**config.mk**
```make
export PLATFORM = sky130hd
export DESIGN_NAME = trig_busy_gen
export DESIGN_NICKNAME = d
export VERILOG_FILES = /design/src/rtl/tbg_pkg.sv /design/src/rtl/tbg_regs.sv /design/src/rtl/tbg_hold_timer.sv /design/src/rtl/tbg_occupancy.sv /design/src/rtl/tbg_busy_accum.sv /design/src/rtl/trig_busy_gen.sv
export SDC_FILE = /design/constraint.sdc
export NUM_CORES = 1
export LEC_CHECK = 0
export ABC_AREA = 1
export BUFFER_PORTS_ARGS = -buffer_cell sky130_fd_sc_hd__buf_2
export CORE_AREA = 2 2 125 127
export CTS_CLUSTER_DIAMETER = 120
export DETAILED_ROUTE_END_ITERATION = 8
export DIE_AREA = 0 0 127 129
export PLACE_DENSITY = 0.66
export SLEW_MARGIN = 20
export SYNTH_ARGS = -nofsm -noshare
export SYNTH_HDL_FRONTEND = slang
export SYNTH_HIERARCHICAL = 1
export SYNTH_SLANG_ARGS = --single-unit
```
**constraint.sdc**
```tcl
create_clock -name clk -period 6.4 [get_ports clk]
set_clock_uncertainty 0.05 [all_clocks]
set_input_delay 0.32 -clock clk [delete_from_list [all_inputs] [get_ports clk]]
set_output_delay 0.32 -clock clk [all_outputs]
set_load 0.03 [all_outputs]
```
**src/rtl/tbg_pkg.sv**
```systemverilog
package tbg_pkg;
    localparam int HOST_W  = 16;
    localparam int HOLD_W  = 16;
    localparam int BUF_W   = 16;
    localparam int BTIME_W = 32;
    localparam int HALF_W  = BTIME_W / 2;
    localparam int ADDR_W  = 2;

    typedef enum logic [ADDR_W-1:0] {
        REG_HOLD  = 2'd0,
        REG_BUFS  = 2'd1,
        REG_BT_HI = 2'd2,
        REG_BT_LO = 2'd3
    } reg_addr_e;

    typedef struct packed {
        logic [HOLD_W-1:0] hold;
        logic [BUF_W-1:0]  bufs;
    } tbg_cfg_t;

    typedef struct packed {
        logic trig;
        logic retire;
    } tbg_evt_t;

    // Next occupancy: simultaneous trigger and retire cancel; saturate at 0 and at limit.
    function automatic logic [BUF_W-1:0] occ_next(
        input logic [BUF_W-1:0] occ,
        input logic [BUF_W-1:0] limit,
        input tbg_evt_t         evt
    );
        logic [BUF_W-1:0] res;
        res = occ;
        if (evt.trig && !evt.retire && (occ < limit))
            res = occ + BUF_W'(1);
        else if (evt.retire && !evt.trig && (occ != '0))
            res = occ - BUF_W'(1);
        return res;
    endfunction
endpackage

```
**src/rtl/tbg_regs.sv**
```systemverilog
module tbg_regs
    import tbg_pkg::*;
#(
    parameter logic [HOLD_W-1:0] DEF_HOLD = HOLD_W'(8),
    parameter logic [BUF_W-1:0]  DEF_BUFS = BUF_W'(4)
) (
    input  logic               clk,
    input  logic               rst,
    input  logic               wr_en,
    input  logic               rd_en,
    input  logic [ADDR_W-1:0]  addr,
    input  logic [HOST_W-1:0]  wdata,
    input  logic [BTIME_W-1:0] btime,
    output tbg_cfg_t           cfg,
    output logic [HOST_W-1:0]  rdata
);
    reg_addr_e         sel;
    logic [HALF_W-1:0] hi_snap_q;

    assign sel = reg_addr_e'(addr);

    always_ff @(posedge clk) begin
        if (rst) begin
            cfg.hold  <= DEF_HOLD;
            cfg.bufs  <= DEF_BUFS;
            hi_snap_q <= '0;
        end else begin
            if (wr_en && sel == REG_HOLD) cfg.hold <= HOLD_W'(wdata);
            if (wr_en && sel == REG_BUFS) cfg.bufs <= BUF_W'(wdata);
            if (rd_en && sel == REG_BT_LO)
                hi_snap_q <= btime[BTIME_W-1 -: HALF_W];
        end
    end

    always_comb begin
        rdata = '0;
        case (sel)
            REG_HOLD:  rdata = HOST_W'(cfg.hold);
            REG_BUFS:  rdata = HOST_W'(cfg.bufs);
            REG_BT_HI: rdata = HOST_W'(hi_snap_q);
            REG_BT_LO: rdata = HOST_W'(btime[HALF_W-1:0]);
            default:   rdata = '0;
        endcase
    end
endmodule

```
**src/rtl/tbg_hold_timer.sv**
```systemverilog
module tbg_hold_timer
    import tbg_pkg::*;
(
    input  logic              clk,
    input  logic              rst,
    input  logic              trig,
    input  logic [HOLD_W-1:0] hold,
    output logic [HOLD_W-1:0] timer_q,
    output logic              active
);
    always_ff @(posedge clk) begin
        if (rst)
            timer_q <= '0;
        else if (trig)
            timer_q <= hold;
        else if (timer_q != '0)
            timer_q <= timer_q - HOLD_W'(1);
    end

    assign active = (timer_q != '0);
endmodule

```
**src/rtl/tbg_occupancy.sv**
```systemverilog
module tbg_occupancy
    import tbg_pkg::*;
(
    input  logic             clk,
    input  logic             rst,
    input  tbg_evt_t         evt,
    input  logic [BUF_W-1:0] limit,
    output logic [BUF_W-1:0] occ_q,
    output logic             full
);
    always_ff @(posedge clk) begin
        if (rst) occ_q <= '0;
        else     occ_q <= occ_next(occ_q, limit, evt);
    end

    assign full = (occ_q >= limit);
endmodule

```
**src/rtl/tbg_busy_accum.sv**
```systemverilog
module tbg_busy_accum
    import tbg_pkg::*;
(
    input  logic               clk,
    input  logic               rst,
    input  logic               busy,
    output logic [BTIME_W-1:0] btime_q
);
    always_ff @(posedge clk) begin
        if (rst)       btime_q <= '0;
        else if (busy) btime_q <= btime_q + BTIME_W'(1);
    end
endmodule

```
**src/rtl/trig_busy_gen.sv**
```systemverilog
module trig_busy_gen
    import tbg_pkg::*;
#(
    parameter logic [HOLD_W-1:0] DEF_HOLD = HOLD_W'(8),
    parameter logic [BUF_W-1:0]  DEF_BUFS = BUF_W'(4)
) (
    input  logic              clk,
    input  logic              rst,
    input  logic              l0_trig_i,
    input  logic              evt_retire_i,
    output logic              busy_o,
    input  logic              reg_wr_en_i,
    input  logic              reg_rd_en_i,
    input  logic [ADDR_W-1:0] reg_addr_i,
    input  logic [HOST_W-1:0] reg_wdata_i,
    output logic [HOST_W-1:0] reg_rdata_o
);
    tbg_cfg_t           cfg;
    tbg_evt_t           evt;
    logic [HOLD_W-1:0]  timer_q;
    logic               timer_active;
    logic [BUF_W-1:0]   occ_q;
    logic               bufs_full;
    logic [BTIME_W-1:0] btime_q;

    assign evt.trig   = l0_trig_i;
    assign evt.retire = evt_retire_i;

    tbg_regs #(.DEF_HOLD(DEF_HOLD), .DEF_BUFS(DEF_BUFS)) u_regs (
        .clk   (clk),
        .rst   (rst),
        .wr_en (reg_wr_en_i),
        .rd_en (reg_rd_en_i),
        .addr  (reg_addr_i),
        .wdata (reg_wdata_i),
        .btime (btime_q),
        .cfg   (cfg),
        .rdata (reg_rdata_o)
    );

    tbg_hold_timer u_timer (
        .clk     (clk),
        .rst     (rst),
        .trig    (l0_trig_i),
        .hold    (cfg.hold),
        .timer_q (timer_q),
        .active  (timer_active)
    );

    tbg_occupancy u_occ (
        .clk   (clk),
        .rst   (rst),
        .evt   (evt),
        .limit (cfg.bufs),
        .occ_q (occ_q),
        .full  (bufs_full)
    );

    assign busy_o = timer_active | bufs_full;

    tbg_busy_accum u_accum (
        .clk     (clk),
        .rst     (rst),
        .busy    (busy_o),
        .btime_q (btime_q)
    );
endmodule

```
* Yosys cells after proc, flatten, opt, wreduce, memory -nomap -nowiden *
Index checks and enable logic that the tools add are counted.

word-level totals
  flip-flop bits (word level) = 112
  bits of input ports = 24
  output and inout port bits = 17
  word-level logic and storage cells = 35

cells by class
  add/subtract/negate cells = 4
  $lt $le $gt $ge = 2
  equality and inequality tests = 3
  mux-type cells = 5
  bitwise operators = 1
  reduce and logical (&&, ||, !) cells = 14

operator list
  kind                                                 number
  two-way mux 16 bit                                   4
  case mux 16 bit (4 select lines)                     1
  adder 32 x 1 -> 32 bit (second input constant)       1
  nonzero test 16 bit                                  2
  subtractor 16 x 1 -> 16 bit (second input constant)  2
  adder 16 x 1 -> 16 bit (second input constant)       1
  greater-or-equal comparator 16 bit                   1
  less-than comparator 16 bit                          1
  logical AND 1 bit                                    7
  == test 2 bit (second input constant)                2
  nonzero test 2 bit                                   2
  == test 2 x 1 -> 1 bit (second input constant)       1
  logical NOT 1 bit                                    2
  logical NOT 2 bit                                    1
  OR 1 bit                                             1

* Longest topological paths before layout *
Gate-level depths: netlist of run 1.

  depth after elaboration = 5
  gate-level depth with buffers = 23

* Modules after synthesis *
Netlist of run 1, hierarchy kept.

by module, submodules not included
  module          instances  cells each  area each (µm²)  sequential area each (µm²)
  tbg_regs        1          401         2,590.0          960.9
  tbg_occupancy   1          282         1,898.1          320.3
  tbg_busy_accum  1          263         1,793.0          640.6
  tbg_hold_timer  1          169         1,062.3          320.3
  trig_busy_gen   1          3           11.3             0.0

* Worst setup path before layout of run 1 *
Ideal clock, no wire load.

  path type = register to register
  from = register u_regs/cfg[9] (netlist name)
  to = register u_occ.occ_q[13]
  setup time = 0.117 ns
  arrival time = 2.480 ns
  data required time = 6.233 ns
  path slack = 3.753 ns
  stages on the path, launching flop included = 18
  buffers on the path = 0
  cell sequence = dfxtp_1 -> inv_1 -> ha_1 -> nand2_1 -> nand2_1 -> nand3_1 -> nand2_1 -> a21oi_2 -> nand3_4 -> ha_1 -> or2_1 -> and2_1 -> nand3_1 -> nand3_1 -> nand2_1 -> nand3b_1 -> a21oi_1 -> nor2_1

between the ends
  word-level cells in the longest chain between the ends = 3

ends and longest elaborated chain
  what                                                             RTL line             source
  less-than comparator 16 bit *                                    tbg_pkg.sv:34        if (evt.trig && !evt.retire && (occ < limit))
  logical AND 1 bit *                                              tbg_pkg.sv:34
  two-way mux 16 bit / nonzero test 2 bit (equally long branches)  --
  end signal, assigned                                             tbg_occupancy.sv:13  else occ_q <= occ_next(occ_q, limit, evt);
  end, declared                                                    tbg_occupancy.sv:8   output logic [BUF_W-1:0] occ_q,

Every way passes the cells marked *; elsewhere a longest branch is shown, timed or not.
A chain may end at the register's enable or synchronous reset.

* Final worst setup path of run 1 *
  from = register u_regs/cfg[9] (netlist name)
  to = register u_occ.occ_q[15]

between the ends
  word-level cells in the longest chain between the ends = 3

ends and longest elaborated chain
  what                                                             RTL line
  less-than comparator 16 bit *                                    tbg_pkg.sv:34
  logical AND 1 bit *                                              tbg_pkg.sv:34
  two-way mux 16 bit / nonzero test 2 bit (equally long branches)  --

Marked as above.

==> summary.txt, run 1 <==
Synthesis
  – Area leader, netlist: dfxtp_1
  – Netlist cell types: 43
  – Top post-synthesis cells by area: dfxtp_1 30%, nand2_1 14%, nor2_1 8.8%
  – Sequential area share after synthesis: a little under a third
  – Top-area cell type share of the netlist area: 30.49%
  – Synth Warn #: 6
  – Syn_nets: 1,175
  – Yosys reg bits: about 110
  – Post-Synthesis Cells: around 1,100
  – Number of flops mapped to enable cells by yosys: 0
  – Avg Inst Size Synth: roughly 6.6 um^2
  – Cell Area, Synth: 7355 um^2
  – Post-synth top flop: dfxtp_1
  – Asr flop ratio synth: 0%

Cells and area
  – Core Util, Final: a little over half
  – FF+latch area: 2242 um^2
  – Multi-input gate area: around 4300 um^2
  – N_diodes: 0
  – Fill count: 1,533
  – Leading cell type in the layout, fill and taps excluded: nand2_1
  – Nets: 1,186
  – Fin area: 7831 um^2
  – Most frequent cells in the layout: 268 x nand2_1, 173 x nor2_1, 134 x inv_1
  – Layout overhead on the synthesized area: 6.482%
  – Share of cells above drive strength 1: 12.26%

Placement
  – Port Buffers: 40
  – RePlAce Congestion: 0.8463
  – DP HPWL: 14,480 um
  – Placed inst area: 7498 um^2

GRT
  – Largest net degree at the start of global routing: 49
  – Total global routing overflow: 0
  – All-layer global routing usage: between 20% and 30%
  – Vias in the first global route: 6,156
  – First-pass GRT wire length: 31,540 um
  – Initial antenna violation count: 0

Critical path
  – Worst setup EP type: register
  – Reg-to-reg setup timing slack: 3.35 ns
  – Worst setup path class: reg -> reg
  – CP Data Arrival Time: 3.26 ns
  – CP required: 6.61 ns
  – Worst-path fanout max: 17
  – Startpoint Class: register

Timing
  – F_max: 0.3278 GHz
  – Final hold slack: 0.1436 ns
  – Fin. Hold Viols: 0
  – Tcrit/Tclk final: between 40 and 50%
  – Tmin final: 3.051 ns
  – Final Max Tran Viols: 0
  – Final Setup Violations: 0
  – Setup TNS: 0 ns
  – Worst slew margin: 44.00%
  – Worst Tran Pin Value: 0.8400 ns
  – RSZ-0062 raised after global routing: false

Clocking
  – CTS Hold Buffers Added: 0
  – CTS buffer count: 9
  – Sink Count: roughly 110
  – Clock-pin slew on the worst setup and hold paths: 0.08 ns
  – CTS resizes: 0
  – Post-CTS setup buffers: 0
  – H-tree depth: 3
  – CTS tree: yes
  – CTS Buffer Depth: 2
  – Root buf cell: clkbuf_16
  – Clk_lat worst skew: approximately 0.37 ns

Power and ir drop
  – Static Leakage: 0.003771 uW
  – Pwr Density: 389.5 nW/um^2
  – Max IR drop VDD: a little over 0.0002 V
  – Total power: ~3000 uW

Drt
  – DRT iter0 DRCs: 494
  – Vias: 6,770
  – Wire length per cell: 14.61 um
  – Vias/cell: roughly 5.1
  – Antenna viol nets, final: 0
  – DRT Pass-1 Iters: 5
  – Post-route DRC: 0
  – Final wirelength: 19,320 um

Floorplanning
  – Chip width: roughly 130 um
  – Rows: 45
  – Die height: 129 um
  – Initial Util: 49.11%
  – I/O pin cnt: 41
  – Core area: 14,980 um^2
  – Die area: 16,380 um^2

Worst hold path
  – Hold WC Path Type: in -> reg

Run status
  – Status: finished clean

Flow run
  – Maxcap violations: 0
==> through the flow <==
| stage | instances | setup slack [ns] |
|---|---|---|
| floorplan | 1118 | 3.753 |
| CTS | 1322 | 3.377 |
| detailed placement | 1306 | 3.394 |
| finish | 1322 | 3.349 |
| global placement | 1306 | 3.449 |
| global route | 1322 | 3.043 |
==> flip-flops by register name, indices dropped and copies added, names as in the netlist <==
signal and flops:
u_regs/cfg 32, u_occ/occ_q 16, u_timer/timer_q 16, u_accum/btime_q 32, u_regs/hi_snap_q 16
==> kinds of logic after synthesis <==
group / Yosys count / share of synthesized area, %
and+or+nand+nor: 648 / 40.63
buffers and inverters: 183 / 11.42
AOI/OAI and AO/OA: 122 / 9.374
DFF: 112 / 30.49
adders and majority gates: 33 / 5.716
xor gates and xnor gates: 20 / 2.382
==> where the power goes <==
part	internal [uW]	switching, uW
Sequential	782	100
Combinational	555	984
Clock	322	307
==> layer usage <==
metal	share of wire, %	up-vias	track usage, %	wire, um
li1	-	3577	-	-
met1	43	2997	30.61	8372
met3	4.8	30	4.324	935
met4	2.7	0	8.727	512
met5	0	-	0	0
met2	49	166	42.16	9494
==> synthesized netlist by cell type (2+ instances only) <==
library cell,instances
xnor2_1,9
inv_2,5
nand3_1,111
nor3_1,5
nand2_4,3
nor2_8,3
nand4_1,28
a21oi_1,67
ha_1,32
nand2_2,16
o21ai_1,4
nor2_1,173
dfxtp_1,112
buf_4,4
nand2_1,268
nand3b_1,2
buf_8,2
clkbuf_1,4
nor2_4,10
xor2_1,11
a21oi_2,15
o21a_1,2
buf_6,9
buf_1,2
inv_1,134
a21o_1,3
inv_4,3
nor2_2,18
buf_2,19
nand3_4,5
o21ai_0,27
==> worst paths after layout <==
path | startpoint | endpoint | cells after the start
setup / recovery | u_regs/cfg[9] | u_occ/occ_q[15] | 18
hold / removal | reg_wdata_i[11] | u_regs/cfg[11] | 3
setup reg to reg | u_regs/cfg[9] | u_occ/occ_q[15] | 18
hold reg to reg | u_occ/occ_q[0] | u_occ/occ_q[0] | 1
==> layout make-up <==
| class | count | area share [%] |
|---|---|---|
| inverter | 142 | 6.902 |
| timing repair buffer | 41 | 2.652 |
| sequential | 112 | 28.63 |
| clock inverter | 7 | 1.374 |
| multi-input combinational | 823 | 54.56 |
| clock buffer | 9 | 2.876 |
| tap | 188 | 3.004 |
==> worst max-delay path: stages (launching register included) <==
cell,delay [ns]
dfxtp_1,0.36
inv_1,0.06
ha_1,0.29
nand2_1,0.08
nand2_1,0.05
nand3_1,0.06
nand2_1,0.06
a21oi_2,0.24
nand3_4,0.27
ha_1,0.47
nand2_1,0.11
inv_1,0.10
nand2_1,0.08
nor3_1,0.22
nand2_1,0.09
nand3_1,0.07
o21ai_0,0.10
a21oi_1,0.15
nor2_1,0.05
Note: power is estimated with default switching activity, not from simulation.
==> run 2: changes to the inputs <==
- PLACE_DENSITY: 0.66 -> 0.69
- clock period: 6.4 -> 2.5 ns (I/O delays scaled with it)
==> summary.txt, run 2 (synthesis results as in run 1) <==
Timing
  – Worst slew margin: 45.40%
  – PnR worst setup slack: -0.4144 ns
  – Tcrit/Tclk final: 116.6%
  – Worst Tran Pin Value: 0.8181 ns
  – F_max: 0.3431 GHz
  – Final Max Tran Viols: 0
  – Final Setup Violations: 22
  – Tmin final: 2.914 ns
  – Fin. Hold Viols: 0
  – RSZ-0062 raised after global routing: true

Floorplanning
  – Initial Util: about half
  – Rows: 45
  – Die area: 16,380 um^2
  – Core area: 14,980 um^2
  – Chip width: roughly 130 um
  – I/O pin cnt: 41
  – Die height: 129 um

Placement
  – Pre-CTS setup slack: -0.3633 ns
  – RePlAce Congestion: between 0.9 and 1
  – Placed inst area: 8127 um^2
  – DP HPWL: 15,150 um
  – Port Buffers: 40

Worst hold path
  – Hold WC Path Type: in -> reg

Drt
  – DRT Pass-1 Iters: 5
  – Final wirelength: 22,720 um
  – Vias/cell: 5.347
  – Wire length per cell: between 15 and 20 um
  – Vias: 7,683
  – DRT iter0 DRCs: 669
  – Post-route DRC: 0
  – Antenna viol nets, final: 0

GRT
  – Largest net degree at the start of global routing: 49
  – First-pass GRT wire length: approximately 33,000 um
  – All-layer global routing usage: 25.57%
  – Initial antenna violation count: 0
  – Total global routing overflow: 0
  – Vias in the first global route: 6,838

Clocking
  – CTS tree: yes
  – Clock-pin slew on the worst setup and hold paths: approximately 0.070 ns
  – Clk_lat worst skew: between 0.3 and 0.4 ns
  – Root buf cell: clkbuf_16
  – H-tree depth: 3
  – CTS buffer count: 9
  – CTS Buffer Depth: 2
  – Sink Count: 112

Power and ir drop
  – Max IR drop VDD: roughly 0.00079 V
  – Static Leakage: 0.004449 uW
  – Pwr Density: about 1200 nW/um^2

Critical path
  – Worst setup EP type: register
  – CP required: 2.74 ns
  – Worst setup path class: reg -> reg
  – Worst-path fanout max: 8
  – Startpoint Class: register
  – CP Data Arrival Time: 3.16 ns

Cells and area
  – Share of cells above drive strength 1: 31.55%
  – Nets: 1,303
  – Leading cell type in the layout, fill and taps excluded: nand2_1
  – Layout overhead on the synthesized area: 30.04%
  – Fin area: around 9600 um^2
  – Most frequent cells in the layout: 246 x nand2_1, 164 x nor2_1, 117 x inv_1
  – Largest regs: u_accum/btime_q (32), u_regs/cfg (32)
  – N_diodes: 0

Run status
  – Failing checks: negative setup slack
  – Status: complete, but fails checks

Flow run
  – Maxcap violations: 0
run 2: cell types whose count changed in the layout (fill, tap and decap cells not counted), moves of 13 or more:
cell,before,now
nand2_2,16,30
dfxtp_2,0,25
nand3_1,111,95
nand3_2,1,15
a21oi_1,67,54
nand2_1,268,246
buf_4,1,91
inv_2,5,22
ha_1,32,8
buf_6,0,20
dfxtp_1,112,87
ha_4,0,24
inv_1,134,117
run 2: worst paths after layout:
check / from / end / slack [ns] / cells past startpoint
hold reg to reg: u_regs/cfg[30] / u_timer/timer_q[14] / 0.43 / 2
setup / recovery: u_occ/occ_q[9] / u_occ/occ_q[15] / -0.41 / 18
setup reg to reg: u_occ/occ_q[9] / u_occ/occ_q[15] / -0.41 / 18
hold / removal: reg_wdata_i[13] / u_regs/cfg[13] / 0.001 / 3
run 2: timing repair:
| item | CTS | global route |
|---|---|---|
| buffers inserted | 13 | 21 |
| endpoints found under the setup margin | 23 | 42 |
| pin swaps | 26 | 60 |
| gates resized for setup | 92 | 111 |
| hold endpoints to repair | 6 | 0 |
| hold buffers | 6 | 0 |
| gates cloned | 1 | 0 |
run 2: stage by stage:
step	instances	setup TNS, ns	total power [uW]	hold WS [ns]	util (%)
final	1437	-4.103	11100	0.0009827	63.86
after global routing	1437	-8.586	11750	0.008033	63.86
after CTS	1422	-1.513	9441	0.002891	59.82
after detailed placement	1388	-3.489	7142	0.3357	54.26
after global placement	1388	-2.739	7080	0.3343	54.26
after floorplan	1118	-0.6354	5466	0.1441	-
run 2: critical path: stages (launching register included):
cell	delay, ns
dfxtp_2	0.35
ha_4	0.24
nand2_1	0.08
nand2_1	0.06
nand3_1	0.08
nand2_2	0.07
a21oi_4	0.26
nand3_4	0.20
buf_4	0.21
ha_4	0.22
nand2_1	0.06
nand2_1	0.11
a21oi_2	0.18
nand2_4	0.11
a21oi_2	0.15
nand4_1	0.12
nand3_1	0.11
nand2_1	0.05
nor2_1	0.13
run 2: metal layers:
metal  share of wire [%]  vias up  routed length [um]  track usage [%]
met3                 6.0       65                1359            4.200
met2                  48      307               10860            43.61
li1                    -     3806                   -                -
met1                  43     3505                9760            33.47
met4                 3.2        0                 737            7.628
met5                   0        -                   0                0
run 2: report_power, final:
part	switching (uW)	total, uW	internal, uW
Clock	697	1370	669
Combinational	4010	7480	3470
Sequential	226	2250	2020
Total	4930	11100	6160
run 2: cell type report:
| cell class | count | area, um^2 |
|---|---|---|
| Sequential cell | 112 | 2273 |
| Multi-Input combinational cell | 824 | 5069 |
| Timing Repair Buffer | 157 | 1184 |
| Fill cell | 1274 | 5413 |
| Clock buffer | 9 | 225.2 |
| Tap cell | 188 | 235.2 |
| Inverter | 142 | 543.0 |
| Clock inverter | 5 | 35.03 |
==> run 3: changes to the inputs <==
- SETUP_SLACK_MARGIN: not set -> 0.02
- SKIP_LAST_GASP: not set -> 1
==> summary.txt, run 3 (synthesis results as in run 1) <==
Run status
  – Status: complete, but fails checks
  – Failing checks: negative setup slack

Power and ir drop
  – Cell Int Power: 5986 uW
  – Total power: about 11,000 uW
  – Static Leakage: 0.004415 uW
  – Combinational share of power: approximately two thirds
  – Seq pwr share: a little over 20%
  – Max IR drop VDD: 0.0006844 V
  – Pwr Density: ~1200 nW/um^2
  – Psw: approximately 4800 uW
  – Switching Fraction: 44.73%
  – Clock share of power: 13.4%

Drt
  – DRT iter0 DRCs: 585
  – Antenna viol nets, final: 0
  – Vias/cell: approximately 5.3
  – Vias: 7,513
  – Wire length per cell: 15.48 um
  – Post-route DRC: 0
  – DRT Pass-1 Iters: 8
  – Final wirelength: 22,110 um

Timing
  – Final Setup Violations: 12
  – PnR worst setup slack: -0.3508 ns
  – RSZ-0062 raised after global routing: true
  – Tmin final: 2.851 ns
  – Fin. Hold Viols: 0
  – Tcrit/Tclk final: 114.0%
  – F_max: ~0.35 GHz
  – Final Max Tran Viols: 0
  – Worst Tran Pin Value: between 0.7 and 0.8 ns
  – Worst slew margin: 46.81%

Placement
  – Placed inst area: 8134 um^2
  – Port Buffers: 40
  – RePlAce Congestion: ~0.92
  – DP HPWL: 15,020 um

Cells and area
  – Fin area: about 9400 um^2
  – Most frequent cells in the layout: 250 x nand2_1, 164 x nor2_1, 123 x inv_1
  – Fill count: 1,294
  – Layout overhead on the synthesized area: 27.27%
  – Largest regs: u_accum/btime_q (32), u_regs/cfg (32)
  – Share of cells above drive strength 1: 28.95%
  – Leading cell type in the layout, fill and taps excluded: nand2_1
  – Nets: 1,292
  – Core Util, Final: 62.50%
  – N_diodes: 0

Clocking
  – Sink Count: 112
  – CTS buffer count: 9
  – Root buf cell: clkbuf_16
  – Clock-pin slew on the worst setup and hold paths: 0.07 ns
  – CTS Buffer Depth: 2
  – Clk_lat worst skew: 0.36 ns
  – CTS tree: yes
  – H-tree depth: 3

Floorplanning
  – Core area: 14,980 um^2
  – Chip width: 127 um
  – Die height: 129 um
  – Die area: 16,380 um^2
  – Initial Util: 49.11%
  – Rows: between 40 and 50
  – I/O pin cnt: a little over 40

GRT
  – All-layer global routing usage: 25.35%
  – First-pass GRT wire length: 33,060 um
  – Largest net degree at the start of global routing: 43
  – Total global routing overflow: 0
  – Initial antenna violation count: 0
  – Vias in the first global route: roughly 6,700

Critical path
  – Startpoint Class: register
  – Worst-path fanout max: 7
  – Worst setup EP type: register
  – Worst setup path class: reg -> reg
  – CP required: 2.70 ns
  – CP Data Arrival Time: 3.05 ns

Worst hold path
  – Hold WC Path Type: in -> reg

Flow run
  – Maxcap violations: 0
==> run 3: changes by cell type in the layout (fill, tap and decap cells not counted), moves of 4 or more <==
cell	change
nand3_1	+9
nand2_2	-5
inv_2	-6
nand2_1	+4
nor2_2	+4
a21oi_2	-4
o21ai_0	+4
buf_6	-15
nor2_4	-4
nand3_2	-7
inv_1	+6
==> run 3: layout make-up <==
cell class                 instances  area [um^2]  area share [%]
inverter                         142        540.5           5.775
clock inverter                     4        33.78          0.3609
timing repair buffer             146         1065           11.38
multi-input combinational        824         4957           52.96
tap                              188        235.2           2.513
clock buffer                      12        256.5           2.740
sequential                       112         2272           24.27
==> run 3: worst paths after layout <==
kind                  start                   to  slack [ns]  cells after the start
max          u_regs/cfg[13]      u_occ/occ_q[14]       -0.35                     15
min          reg_wdata_i[7]        u_regs/cfg[7]        0.02                      3
max reg2reg  u_regs/cfg[13]      u_occ/occ_q[14]       -0.35                     15
min reg2reg  u_regs/cfg[30]  u_timer/timer_q[14]        0.43                      2
==> run 3: repair_timing <==
action / in CTS / in global routing
endpoints found under the hold margin: 5 / 0
cloned: 1 / 0
pin swaps: 31 / 40
gates resized for setup: 85 / 69
setup endpoints to repair: 24 / 41
hold buffers: 5 / 0
setup buffers: 8 / 12
==> run 3: through the flow <==
| step | worst slack, ns | setup TNS (ns) | hold slack (ns) | cells |
|---|---|---|---|---|
| floorplan | -0.1473 | -0.6354 | 0.1441 | 1118 |
| global placement | -0.3030 | -2.994 | 0.3280 | 1389 |
| detailed placement | -0.3380 | -3.354 | 0.3288 | 1389 |
| CTS | -0.1650 | -1.244 | 0.004568 | 1418 |
| global route | -0.5083 | -4.913 | 0.03111 | 1428 |
| finish | -0.3508 | -2.742 | 0.02035 | 1428 |
==> run 3: metal layers <==
| metal | share of wire (%) | up-vias | track usage, % |
|---|---|---|---|
| li1 | - | 3787 | - |
| met1 | 44 | 3417 | 32.83 |
| met2 | 46 | 239 | 42.85 |
| met3 | 5.6 | 70 | 3.493 |
| met4 | 4.0 | 0 | 10.28 |
| met5 | 0 | - | 0 |
==> run 3: power by group through the flow <==
stage | combinational (uW) | sequential, uW | clock [uW]
2_1_floorplan | 3260 | 2200 | 0
3_3_place_gp | 4840 | 2220 | 0
3_5_place_dp | 4860 | 2220 | 0
4_1_cts | 5800 | 2230 | 1470
5_1_grt | 7660 | 2270 | 1540
6_report | 7140 | 2240 | 1450
==> run 3: worst max-delay path: stages (launching register included) <==
cell      delay (ns)
dfxtp_2         0.32
inv_1           0.08
ha_4            0.21
a21oi_4         0.15
o21ai_2         0.09
a21oi_4         0.20
nand3_4         0.24
ha_4            0.36
buf_4           0.11
nand2_1         0.11
o21bai_1        0.27
a21oi_1         0.18
nand3_1         0.13
nand2_1         0.08
nor2_2          0.10
nor2_1          0.05
